## src/rtl/ffs_pkg.sv

```systemverilog
package ffs_pkg;

  typedef enum logic [1:0] {
    S_IDLE   = 2'd0,
    S_LOAD   = 2'd1,
    S_DECIDE = 2'd2
  } seq_state_t;

  typedef struct packed {
    logic       ok;
    logic       big;
    logic [4:0] bpp;
  } depth_t;

endpackage

```

## src/rtl/ffs_pal_loader.sv

```systemverilog
module ffs_pal_loader #(
  parameter int AW          = 32,
  parameter int PAL_ENTRIES = 256,
  localparam int IDX_W      = $clog2(PAL_ENTRIES)
) (
  input  logic             clk,
  input  logic             rst_n,
  input  logic             start,
  input  logic [AW-1:0]    base,
  output logic             req_valid,
  input  logic             req_ready,
  output logic [AW-1:0]    req_addr,
  input  logic             rsp_valid,
  output logic             rsp_ready,
  input  logic [15:0]      rsp_data,
  output logic             wr_en,
  output logic [IDX_W-1:0] wr_idx,
  output logic [15:0]      wr_data,
  output logic             done
);

  localparam logic [IDX_W-1:0] LAST_IDX = IDX_W'(PAL_ENTRIES - 1);

  logic             busy;
  logic             waiting;
  logic [IDX_W-1:0] idx;
  logic [AW-1:0]    base_q;

  assign req_valid = busy && !waiting;
  assign req_addr  = base_q + AW'({idx, 1'b0});
  assign rsp_ready = busy && waiting;
  assign wr_en     = rsp_ready && rsp_valid;
  assign wr_idx    = idx;
  assign wr_data   = rsp_data;

  always_ff @(posedge clk) begin
    if (!rst_n) begin
      busy    <= 1'b0;
      waiting <= 1'b0;
      idx     <= '0;
      base_q  <= '0;
      done    <= 1'b0;
    end else begin
      done <= 1'b0;
      if (start && !busy) begin
        busy    <= 1'b1;
        waiting <= 1'b0;
        idx     <= '0;
        base_q  <= base;
      end else if (req_valid && req_ready) begin
        waiting <= 1'b1;
      end else if (wr_en) begin
        waiting <= 1'b0;
        if (idx == LAST_IDX) begin
          busy <= 1'b0;
          done <= 1'b1;
        end else begin
          idx <= idx + 1'b1;
        end
      end
    end
  end

endmodule

```

## src/rtl/ffs_depth_decode.sv

```systemverilog
module ffs_depth_decode
  import ffs_pkg::*;
(
  input  logic [2:0] code,
  input  logic       wide_color,
  output depth_t     depth
);

  always_comb begin
    depth = '{ok: 1'b1, big: 1'b1, bpp: 5'd8};
    unique case (code)
      3'd1: depth = '{ok: 1'b1, big: 1'b0, bpp: 5'd2};
      3'd2: depth = '{ok: 1'b1, big: 1'b0, bpp: 5'd4};
      3'd3: depth = '{ok: 1'b1, big: 1'b1, bpp: 5'd8};
      3'd4, 3'd5, 3'd6, 3'd7:
        depth = '{ok: 1'b1, big: 1'b1, bpp: (wide_color ? 5'd16 : 5'd12)};
      default: depth = '{ok: 1'b0, big: 1'b0, bpp: 5'd0};
    endcase
  end

endmodule

```

## src/rtl/ffs_geom.sv

```systemverilog
module ffs_geom #(
  parameter int AW    = 32,
  parameter int DIM_W = 11,
  parameter int SPL_W = 10
) (
  input  logic [AW-1:0]    top,
  input  logic [AW-1:0]    bot,
  input  logic [AW-1:0]    offset,
  input  logic [4:0]       bpp,
  input  logic [DIM_W-1:0] width,
  input  logic [DIM_W-1:0] height,
  input  logic             sp_en,
  input  logic             sp_first,
  input  logic [SPL_W-1:0] sp_line,
  output logic [AW-1:0]    stride,
  output logic [AW-1:0]    start,
  output logic [DIM_W-1:0] first,
  output logic [DIM_W-1:0] last,
  output logic             fits
);

  logic [AW-1:0]    w_a, h_a, b_a, bytes;
  logic [AW:0]      total, room;
  logic [DIM_W-1:0] limit;

  always_comb begin
    w_a    = AW'(width);
    h_a    = AW'(height);
    b_a    = AW'(bpp);
    stride = (w_a * b_a) >> 3;
    bytes  = (w_a * h_a * b_a) >> 3;
    total  = {1'b0, bytes} + {1'b0, offset};
    room   = {1'b0, bot - top} + (AW+1)'(2);
    fits   = (total <= room);
    first  = (sp_en && sp_first)  ? DIM_W'(sp_line) : '0;
    limit  = (sp_en && !sp_first) ? DIM_W'(sp_line) : height;
    last   = limit - DIM_W'(1);
    start  = top + offset + stride * AW'(first);
  end

endmodule

```

## src/rtl/ffs_seq.sv

```systemverilog
module ffs_seq
  import ffs_pkg::*;
#(
  parameter int            AW            = 32,
  parameter int            DIM_W         = 11,
  parameter int            SPL_W         = 10,
  parameter int            PAL_ENTRIES   = 256,
  parameter int            SMALL_ENTRIES = 16,
  parameter logic [AW-1:0] MEM_LO        = 32'h1000_0000,
  parameter logic [AW-1:0] MEM_HI        = 32'h1010_0000,
  localparam int           IDX_W         = $clog2(PAL_ENTRIES)
) (
  input  logic             clk,
  input  logic             rst_n,
  input  logic             enable,
  input  logic [1:0]       load_mode,
  input  logic             dual_mode,
  input  logic             wide_color,
  input  logic [1:0]       irq_en,
  input  logic [DIM_W-1:0] width,
  input  logic [DIM_W-1:0] height,
  input  logic             sp_en,
  input  logic             sp_first,
  input  logic [SPL_W-1:0] sp_line,
  input  logic [AW-1:0]    top0,
  input  logic [AW-1:0]    bot0,
  input  logic [AW-1:0]    top1,
  input  logic [AW-1:0]    bot1,
  input  logic             frame_start,
  output logic             rd_req_valid,
  input  logic             rd_req_ready,
  output logic [AW-1:0]    rd_req_addr,
  input  logic             rd_rsp_valid,
  output logic             rd_rsp_ready,
  input  logic [15:0]      rd_rsp_data,
  output logic             pal_we,
  output logic [IDX_W-1:0] pal_idx,
  output logic [15:0]      pal_data,
  output logic             frame_valid,
  output logic [AW-1:0]    start_addr,
  output logic [AW-1:0]    stride,
  output logic [DIM_W-1:0] first_line,
  output logic [DIM_W-1:0] last_line,
  output logic             cur_buf,
  output logic             buf_none,
  output logic             palette_done,
  output logic             sync_err,
  output logic             unsupported,
  output logic             en_clear,
  output logic [2:0]       cond_set,
  output logic             dma_irq
);

  localparam int            N_ADDR      = 4;
  localparam logic [AW-1:0] BIG_OFFS    = AW'(PAL_ENTRIES * 2);
  localparam logic [AW-1:0] SMALL_OFFS  = AW'(SMALL_ENTRIES * 2);
  localparam logic [1:0]    MODE_NONE   = 2'd1;
  localparam logic [1:0]    MODE_DATA   = 2'd2;

  seq_state_t state;
  logic       en_q, en_rise, ok_run, loaded, ld_start, ld_done;
  logic [2:0] hdr_code;
  depth_t     depth;

  logic [AW-1:0]     region_addr [N_ADDR];
  logic [N_ADDR-1:0] addr_ok;

  assign region_addr[0] = top0;
  assign region_addr[1] = bot0;
  assign region_addr[2] = top1;
  assign region_addr[3] = bot1;

  for (genvar g = 0; g < N_ADDR; g++) begin : g_addr_chk
    assign addr_ok[g] = (region_addr[g] >= MEM_LO) && (region_addr[g] < MEM_HI);
  end

  assign en_rise = enable && !en_q;

  logic [AW-1:0] sel_top, sel_bot, data_offs;
  assign sel_top   = cur_buf ? top1 : top0;
  assign sel_bot   = cur_buf ? bot1 : bot0;
  assign data_offs = !loaded ? '0 : (depth.big ? BIG_OFFS : SMALL_OFFS);

  ffs_pal_loader #(.AW(AW), .PAL_ENTRIES(PAL_ENTRIES)) u_loader (
    .clk       (clk),
    .rst_n     (rst_n),
    .start     (ld_start),
    .base      (sel_top),
    .req_valid (rd_req_valid),
    .req_ready (rd_req_ready),
    .req_addr  (rd_req_addr),
    .rsp_valid (rd_rsp_valid),
    .rsp_ready (rd_rsp_ready),
    .rsp_data  (rd_rsp_data),
    .wr_en     (pal_we),
    .wr_idx    (pal_idx),
    .wr_data   (pal_data),
    .done      (ld_done)
  );

  ffs_depth_decode u_depth (
    .code       (hdr_code),
    .wide_color (wide_color),
    .depth      (depth)
  );

  logic [AW-1:0]    g_stride, g_start;
  logic [DIM_W-1:0] g_first, g_last;
  logic             g_fits;

  ffs_geom #(.AW(AW), .DIM_W(DIM_W), .SPL_W(SPL_W)) u_geom (
    .top      (sel_top),
    .bot      (sel_bot),
    .offset   (data_offs),
    .bpp      (depth.bpp),
    .width    (width),
    .height   (height),
    .sp_en    (sp_en),
    .sp_first (sp_first),
    .sp_line  (sp_line),
    .stride   (g_stride),
    .start    (g_start),
    .first    (g_first),
    .last     (g_last),
    .fits     (g_fits)
  );

  logic can_start;
  assign can_start = frame_start && enable && ok_run && !buf_none &&
                     !en_rise && (load_mode != MODE_NONE);

  always_ff @(posedge clk) begin
    if (!rst_n) begin
      state        <= S_IDLE;
      en_q         <= 1'b0;
      ok_run       <= 1'b0;
      loaded       <= 1'b0;
      ld_start     <= 1'b0;
      hdr_code     <= '0;
      cur_buf      <= 1'b0;
      buf_none     <= 1'b1;
      frame_valid  <= 1'b0;
      start_addr   <= '0;
      stride       <= '0;
      first_line   <= '0;
      last_line    <= '0;
      palette_done <= 1'b0;
      sync_err     <= 1'b0;
      unsupported  <= 1'b0;
      en_clear     <= 1'b0;
      cond_set     <= '0;
      dma_irq      <= 1'b0;
    end else begin
      palette_done <= 1'b0;
      sync_err     <= 1'b0;
      unsupported  <= 1'b0;
      en_clear     <= 1'b0;
      cond_set     <= '0;
      dma_irq      <= 1'b0;
      ld_start     <= 1'b0;
      en_q         <= enable;

      if (pal_we && pal_idx == '0) hdr_code <= pal_data[14:12];
      if (!enable) ok_run <= 1'b0;

      unique case (state)
        S_IDLE: begin
          if (can_start) begin
            loaded <= (load_mode != MODE_DATA);
            if (load_mode != MODE_DATA) begin
              ld_start <= 1'b1;
              state    <= S_LOAD;
            end else begin
              state <= S_DECIDE;
            end
          end
        end
        S_LOAD: begin
          if (ld_done) begin
            palette_done <= 1'b1;
            state        <= S_DECIDE;
          end
        end
        S_DECIDE: begin
          state <= S_IDLE;
          if (ok_run && enable && !en_rise) begin
            if (!depth.ok) begin
              unsupported <= 1'b1;
            end else if (!g_fits) begin
              sync_err    <= 1'b1;
              en_clear    <= 1'b1;
              ok_run      <= 1'b0;
              frame_valid <= 1'b0;
            end else begin
              frame_valid       <= 1'b1;
              start_addr        <= g_start;
              stride            <= g_stride;
              first_line        <= g_first;
              last_line         <= g_last;
              cond_set[cur_buf] <= 1'b1;
              dma_irq           <= irq_en[0];
              if (dual_mode) cur_buf <= !cur_buf;
            end
          end
        end
        default: state <= S_IDLE;
      endcase

      if (en_rise) begin
        cur_buf  <= 1'b0;
        buf_none <= 1'b0;
        if (&addr_ok) begin
          ok_run <= 1'b1;
        end else begin
          ok_run      <= 1'b0;
          cond_set[2] <= 1'b1;
          dma_irq     <= irq_en[1];
        end
      end
    end
  end

endmodule

```

## config.mk

```make
export PLATFORM = sky130hd
export DESIGN_NAME = ffs_seq
export DESIGN_NICKNAME = d
export VERILOG_FILES = /design/src/rtl/ffs_pkg.sv /design/src/rtl/ffs_pal_loader.sv /design/src/rtl/ffs_depth_decode.sv /design/src/rtl/ffs_geom.sv /design/src/rtl/ffs_seq.sv
export SDC_FILE = /design/constraint.sdc
export NUM_CORES = 1
export LEC_CHECK = 0
export ABC_AREA = 1
export ABC_CLOCK_PERIOD_IN_PS = 12750
export BUFFER_PORTS_ARGS = -buffer_cell sky130_fd_sc_hd__buf_2
export CAP_MARGIN = 20
export CORE_ASPECT_RATIO = 1.5
export CORE_MARGIN = 2
export CORE_UTILIZATION = 60
export CTS_CLUSTER_DIAMETER = 200
export DETAILED_ROUTE_END_ITERATION = 16
export PLACE_DENSITY = 0.8
export SYNTH_ARGS = -nofsm -noshare
export SYNTH_HDL_FRONTEND = slang
export SYNTH_SLANG_ARGS = --single-unit
```

## constraint.sdc

```tcl
create_clock -name clk -period 12.75 [get_ports clk]
set_input_delay 1.9125 -clock clk [delete_from_list [all_inputs] [get_ports clk]]
set_output_delay 1.9125 -clock clk [all_outputs]
set_load 0.005 [all_outputs]
```

---- Word-level counts from Yosys, hierarchy flattened ----
Cells that the tools add are included.
storage, ports and cells
  RAM bits ................................ 0
  ROM bits ................................ 0
  output and inout port bits .............. 156
  logic and storage cells ................. 157
  input port bits ......................... 190
  flip-flop bits (word level) ............. 129
  bits in latches ......................... 0
  memories kept ........................... 0
cells by class
  shift operators ......................... 0
  $lt $le $gt $ge ......................... 11
  eq/ne operators ......................... 15
  divide/modulo/power cells ............... 0
  reductions and logical operators ........ 50
  mux-type cells .......................... 41
  $add $sub $neg .......................... 8
  bitwise operators ....................... 4
  multiply operators ...................... 4
operators by type and width
  operator                                                                               number
  32-bit by 29-bit greater-or-equal comparator with 1-bit output, second input constant  4
  32-bit by 29-bit < comparator with 1-bit output, second input constant                 4
  32-bit 2-to-1 mux                                                                      2
  32-bit by 2-bit adder with 33-bit output, second input constant                        1
  33-bit <= comparator                                                                   1
  32-bit by 10-bit adder with 32-bit output                                              1
  32-bit by 23-bit adder with 32-bit output                                              1
  32-bit by 9-bit adder with 32-bit output                                               1
  32-bit subtractor                                                                      1
  10-bit 2-to-1 mux                                                                      3
  1-bit 2-to-1 mux                                                                       28
  7-bit case mux with 4 select lines                                                     1
  22-bit by 5-bit multiplier with 27-bit output                                          1
  24-bit by 10-bit adder with 25-bit output                                              1
  13-bit by 10-bit multiplier with 23-bit output                                         1
  11-bit by 11-bit multiplier with 22-bit output                                         1
  1-bit logical AND                                                                      21
  11-bit by 5-bit multiplier with 16-bit output                                          1
  3-bit AND reduction                                                                    5
  3-bit == test, second input constant                                                   4
  4-bit AND reduction                                                                    3
  11-bit 2-to-1 mux                                                                      1
  11-bit by 1-bit subtractor with 11-bit output, second input constant                   1
  5-bit AND reduction                                                                    2
  other kinds (22)                                                                       43

---- Depth between registers and ports, before layout ----
  depth after elaboration ................. 13
  depth in mapped cells ................... 60
  depth with buffers taken out ............ 58

---- Modules after synthesis ----
A second synthesis with hierarchy kept.
unflattened totals
  cells, all modules ...................... 4507
  area, all modules ....................... 29548.3 um^2
by module, submodules not included
  module            cells an instance  instances  area each (um^2)  seq. area each (um^2)
  ffs_geom          3262               1          21753.4           0.0
  ffs_seq           729                1          4680.7            2102.0
  ffs_pal_loader    499                1          3045.4            860.8
  ffs_depth_decode  17                 1          68.8              0.0

---- Worst setup path before layout ----
No wires, ideal clock.
  kind .................................... input -> register
  from .................................... in height[4]
  to ...................................... reg cond_set[1]
  required time ........................... 12.633 ns
  setup time .............................. 0.117 ns
  arrival time ............................ 11.223 ns
  stages .................................. 57
  path buffers ............................ 2
  slack ................................... 1.410 ns
  cell sequence ........................... clkbuf_1 -> nand2_1 -> fa_1 -> fa_1 -> inv_1 -> ha_1 -> inv_1 -> fa_1 -> fa_1 -> inv_1 -> ha_1 -> nand2_1 -> o21ai_0 -> nand2_1 -> nand2_1 -> a21o_1 -> a21oi_1 -> o21bai_1 -> [... 21 more ...] -> nand2_1 -> nand2_1 -> inv_1 -> ha_1 -> nand2_1 -> nor4_1 -> nand2_1 -> nand2_1 -> nand2_1 -> a21oi_1 -> nand3_1 -> nor2_4 -> nand2_4 -> nand2_8 -> inv_6 -> buf_12 -> nand2_1 -> nor2_1
on the way
  cells in the longest elaborated chain, start to end .. 5
RTL lines
  item                                            RTL line        text
  start: declaration                              ffs_seq.sv:21   input logic [DIM_W-1:0] height,
  11-bit by 11-bit multiplier with 22-bit output  ffs_geom.sv:31  bytes = (w_a * h_a * b_a) >> 3;
  22-bit by 5-bit multiplier with 27-bit output   ffs_geom.sv:31
  24-bit by 10-bit adder with 25-bit output       ffs_geom.sv:32  total = {1'b0, bytes} + {1'b0, offset};
  33-bit <= comparator                            ffs_geom.sv:34  fits = (total <= room);
  5-bit AND reduction (no line)                   -
  end signal: assignment                          ffs_seq.sv:151  cond_set <= '0;
  end signal: assignment                          ffs_seq.sv:158  cond_set <= '0;
  end signal: indexed assignment                  ffs_seq.sv:200  cond_set[cur_buf] <= 1'b1;
  end: declaration                                ffs_seq.sv:50   output logic [2:0] cond_set,
No other way between the ends.
A chain may end at the register's enable or synchronous reset.

---- Worst setup path in the final report ----
  from .................................... in width[3]
  to ...................................... reg stride[7]
on the way
  cells in the longest elaborated chain, start to end .. 5
  elaborated cells between the ends (all ways) .. 6
  classes of those cells .................. add/sub: 1; mul: 3; order compare: 1; reduce/logical: 1
RTL lines
  item                                            RTL line        text
  start: declaration                              ffs_seq.sv:20   input logic [DIM_W-1:0] width,
  11-bit by 11-bit multiplier with 22-bit output  ffs_geom.sv:31
  22-bit by 5-bit multiplier with 27-bit output   ffs_geom.sv:31
  24-bit by 10-bit adder with 25-bit output       ffs_geom.sv:32
  33-bit <= comparator                            ffs_geom.sv:34
  4-bit AND reduction (no line)                   -
  end signal: assignment                          ffs_seq.sv:197  stride <= g_stride;
  end: declaration                                ffs_seq.sv:41   output logic [AW-1:0] stride,
Parallel ways exist; a longest one is shown, timed or not.

==> results.md <==
- Status: finished, final reports clean
- Crit-path max cell delay: 0.56 ns
- Final Max Slew Viols: 0
- Worst Hold End: state[0]
- Cell Rows: 91
- # IOs: 346
- Reg clk slew, reported paths: 0.07 ns
- Placer Congestion: 1.037
- Reg2Reg Capture Point: start_addr[28]
- Routed WL: 79650 um
- Worst Hold Path Cells: 1
- Initial antenna violation count: 8
- Core area: 0.04122 mm^2
- Fmax: 82.58 MHz
- Max-Cap Viols: 0
- Setup CP Type: input pin to flop
- Setup_tns: 0 ns
- Type of the most critical hold path: flop to flop
- Tot GR Track Use: 37.21%
- Seq cells post-synth: 128
- Worst-skew pair later-pin latency: 0.43 ns
- First-pass GRT wire length: 125200 um
- Startpoint types: input pin
- Die Area: 0.04353 mm^2
- WP data arrival: 12.43 ns
- Final worst-path cycle share: 94.97%
- # port buffers: 299
- Die boundary height: 254.5 um
- Final nets: 4721
- Most frequent cells in the layout: nand2_1, inv_1, nor2_1
- Area grow syn2layout: 9.438%
- Post-DRT Antenna Nets: 0
- Synth unique cells: 57
- RSZ-0062 raised after global routing: no
- WL per Instance: 17.41 um
- Leakage power: 15.83 nW
- Post-synth EDFFs: 0
- Crit Reg-Reg Startpoint: hdr_code[0]
- Final Skew: 0.01773 ns
- Reg2Reg Depth: 40
- Worst Path Max Fanout: 33
- Initial DRC count: 1737
- TritonCTS clock tree: done
- Clk sinks: 128
- Root Driver: clkbuf_16
- Yosys warning total: 0
- Post-Synthesis Cells: 3758
- Via density: 5.447
- Peak supply drop: 156.4 uV
- Commonest non-fill, non-tap cell in the layout: nand2_1
- Cell area after synthesis: 0.02511 mm^2
- Setup-failing EPs final: 0
- Vias in the first global route: 25047
- Worst Path Required: 13.07 ns
- Pwr Density: 82.09 mW/mm^2
- Max-slew headroom at the worst pin: 14.83%
- WHS: 0.4687 ns
- Critical Path Sink Type: flop
- Cell mode on critical path: nand2_1
- Initial core utilization: 60.92%
- Tmin final: 12.11 ns
- Crit-path slowest cell: fa_1
- Hpwl dp: 67000 um
- HP Start: u_loader.done
- Largest net degree at the start of global routing: 78
- DRT Pass-1 Iters: 6
- R2R Setup Slk: 2.55 ns
- Worst-Margin Slew: 1.264 ns
- Final Hold Vio Count: 0
- Post-route DRC: 0
- Chip width: 171.0 um
- Longest Clk Path Bufs: 2
- DR vias: 24918
- GR Overflow Total: 0
- Post-synthesis area per instance: 6.682 um^2
- Most common flop cell mapped by yosys: dfxtp_1
- Tot Pwr: 2.256 mW
- Share of cells above drive strength 1: 12.41%
- Ys async rst share: 0%
- Sequential fraction of the synthesis area: 10.21%
- CTS Buf Count: 17
- CTS H-Tree Depth: 4
[state kept, by name (all words and copies together) (netlist names), 2 cells and up]
signal / flops
start_addr: 32
u_loader.base_q: 32
stride: 13
last_line: 11
first_line: 10
u_loader.wr_idx: 8
cond_set: 3
hdr_code: 3
state: 2
[worst max-delay path, delay by kind of cell]
family / cells / cell delay, ns
AO/OA/AOI/OAI: 9 / 1.39
XOR/XNOR: 2 / 0.61
adder cells (fa/ha/maj): 11 / 4.74
buffers and inverters: 8 / 0.84
AND/OR/NAND/NOR: 25 / 2.90
[cell usage after synthesis (all sizes together), types with 2 or more instances]
cell type	count	share of area [%]
a211oi	2	0.060
a21boi	3	0.090
a21o	4	0.12
a21oi	133	2.7
a31o	2	0.070
a31oi	4	0.10
and2	8	0.20
and3	2	0.050
buf	60	2.0
clkbuf	66	0.99
clkinv	10	0.15
dfxtp	128	10
fa	254	20
ha	277	14
inv	737	11
mux2i	10	0.40
nand2	992	15
nand3	166	3.4
nand3b	11	0.33
nand4	40	1.0
nor2	458	7.5
nor3	44	0.88
nor3b	3	0.090
nor4	19	0.47
o211ai	3	0.090
o21a	5	0.15
o21ai	101	2.0
o21bai	9	0.28
o221ai	3	0.10
o22ai	19	0.47
o31ai	3	0.090
or2	45	1.1
xnor2	31	1.1
xor2	98	3.4
[layout make-up]
cell class	count	area, um^2
diodes	4	10.01
fillers	3772	13740
clock inverters	15	148.9
repair buffers	328	1742
clock buffers	17	425.4
flip-flops and latches	128	2564
multi-input cells	2778	19080
inverters	747	2809
well taps	558	698.2
[worst max path at each step]
| stage | startpoint | to | slack, ns | cells after the start |
|---|---|---|---|---|
| 2_1_floorplan | height[4] | cond_set[1] | 1.41 | 57 |
| 3_5_place_dp | width[3] | start_addr[2] | 0.12 | 55 |
| 5_1_grt | width[3] | stride[8] | 0.003 | 55 |
| 3_3_place_gp | width[3] | first_line[3] | 0.17 | 56 |
| 4_1_cts | width[3] | stride[7] | 0.45 | 56 |
| 6_report | width[3] | stride[7] | 0.64 | 55 |
[layer usage]
metal	track usage, %	wire, um	vias to the layer above
li1	-	-	11945
met1	38.92	26910	11332
met2	64.29	38160	1230
met3	6.859	6419	405
met4	31.36	8114	6
met5	0	42	-
[through the flow]
step / cell area (um^2) / instances / util (%) / worst slack, ns
after floorplan: 25190 / 3779 / - / 1.410
after global placement: 26840 / 4536 / 65.12 / 0.1742
after detailed placement: 26840 / 4536 / 65.12 / 0.1157
after CTS: 27420 / 4568 / 66.52 / 0.4525
after global routing: 27470 / 4573 / 66.66 / 0.002636
final: 27480 / 4575 / 66.67 / 0.6412
[where the power goes]
part / internal (mW) / leakage (nW) / switching [mW]
clock network: 0.275 / 0.277 / 0.219
registers: 0.400 / 1.03 / 0.000364
logic: 0.467 / 14.5 / 0.895
total: 1.14 / 15.8 / 1.11
[logic make-up after synthesis]
group | share of synthesized area (%)
multiplexers | 0.3987
AO/OA/AOI/OAI | 6.533
other | 0.01493
adder cells (fa/ha/maj) | 34.05
buffers and inverters | 14.18
AND/OR/NAND/NOR | 30.12
XOR/XNOR | 4.500
flip-flops | 10.21
[repair_timing]
action | in CTS | in global routing
resized for setup | 0 | 5
buffers inserted | 0 | 1
endpoints found under the setup margin | 0 | 70
hold buffers | 0 | 0
(Power assumes the default switching activity.)
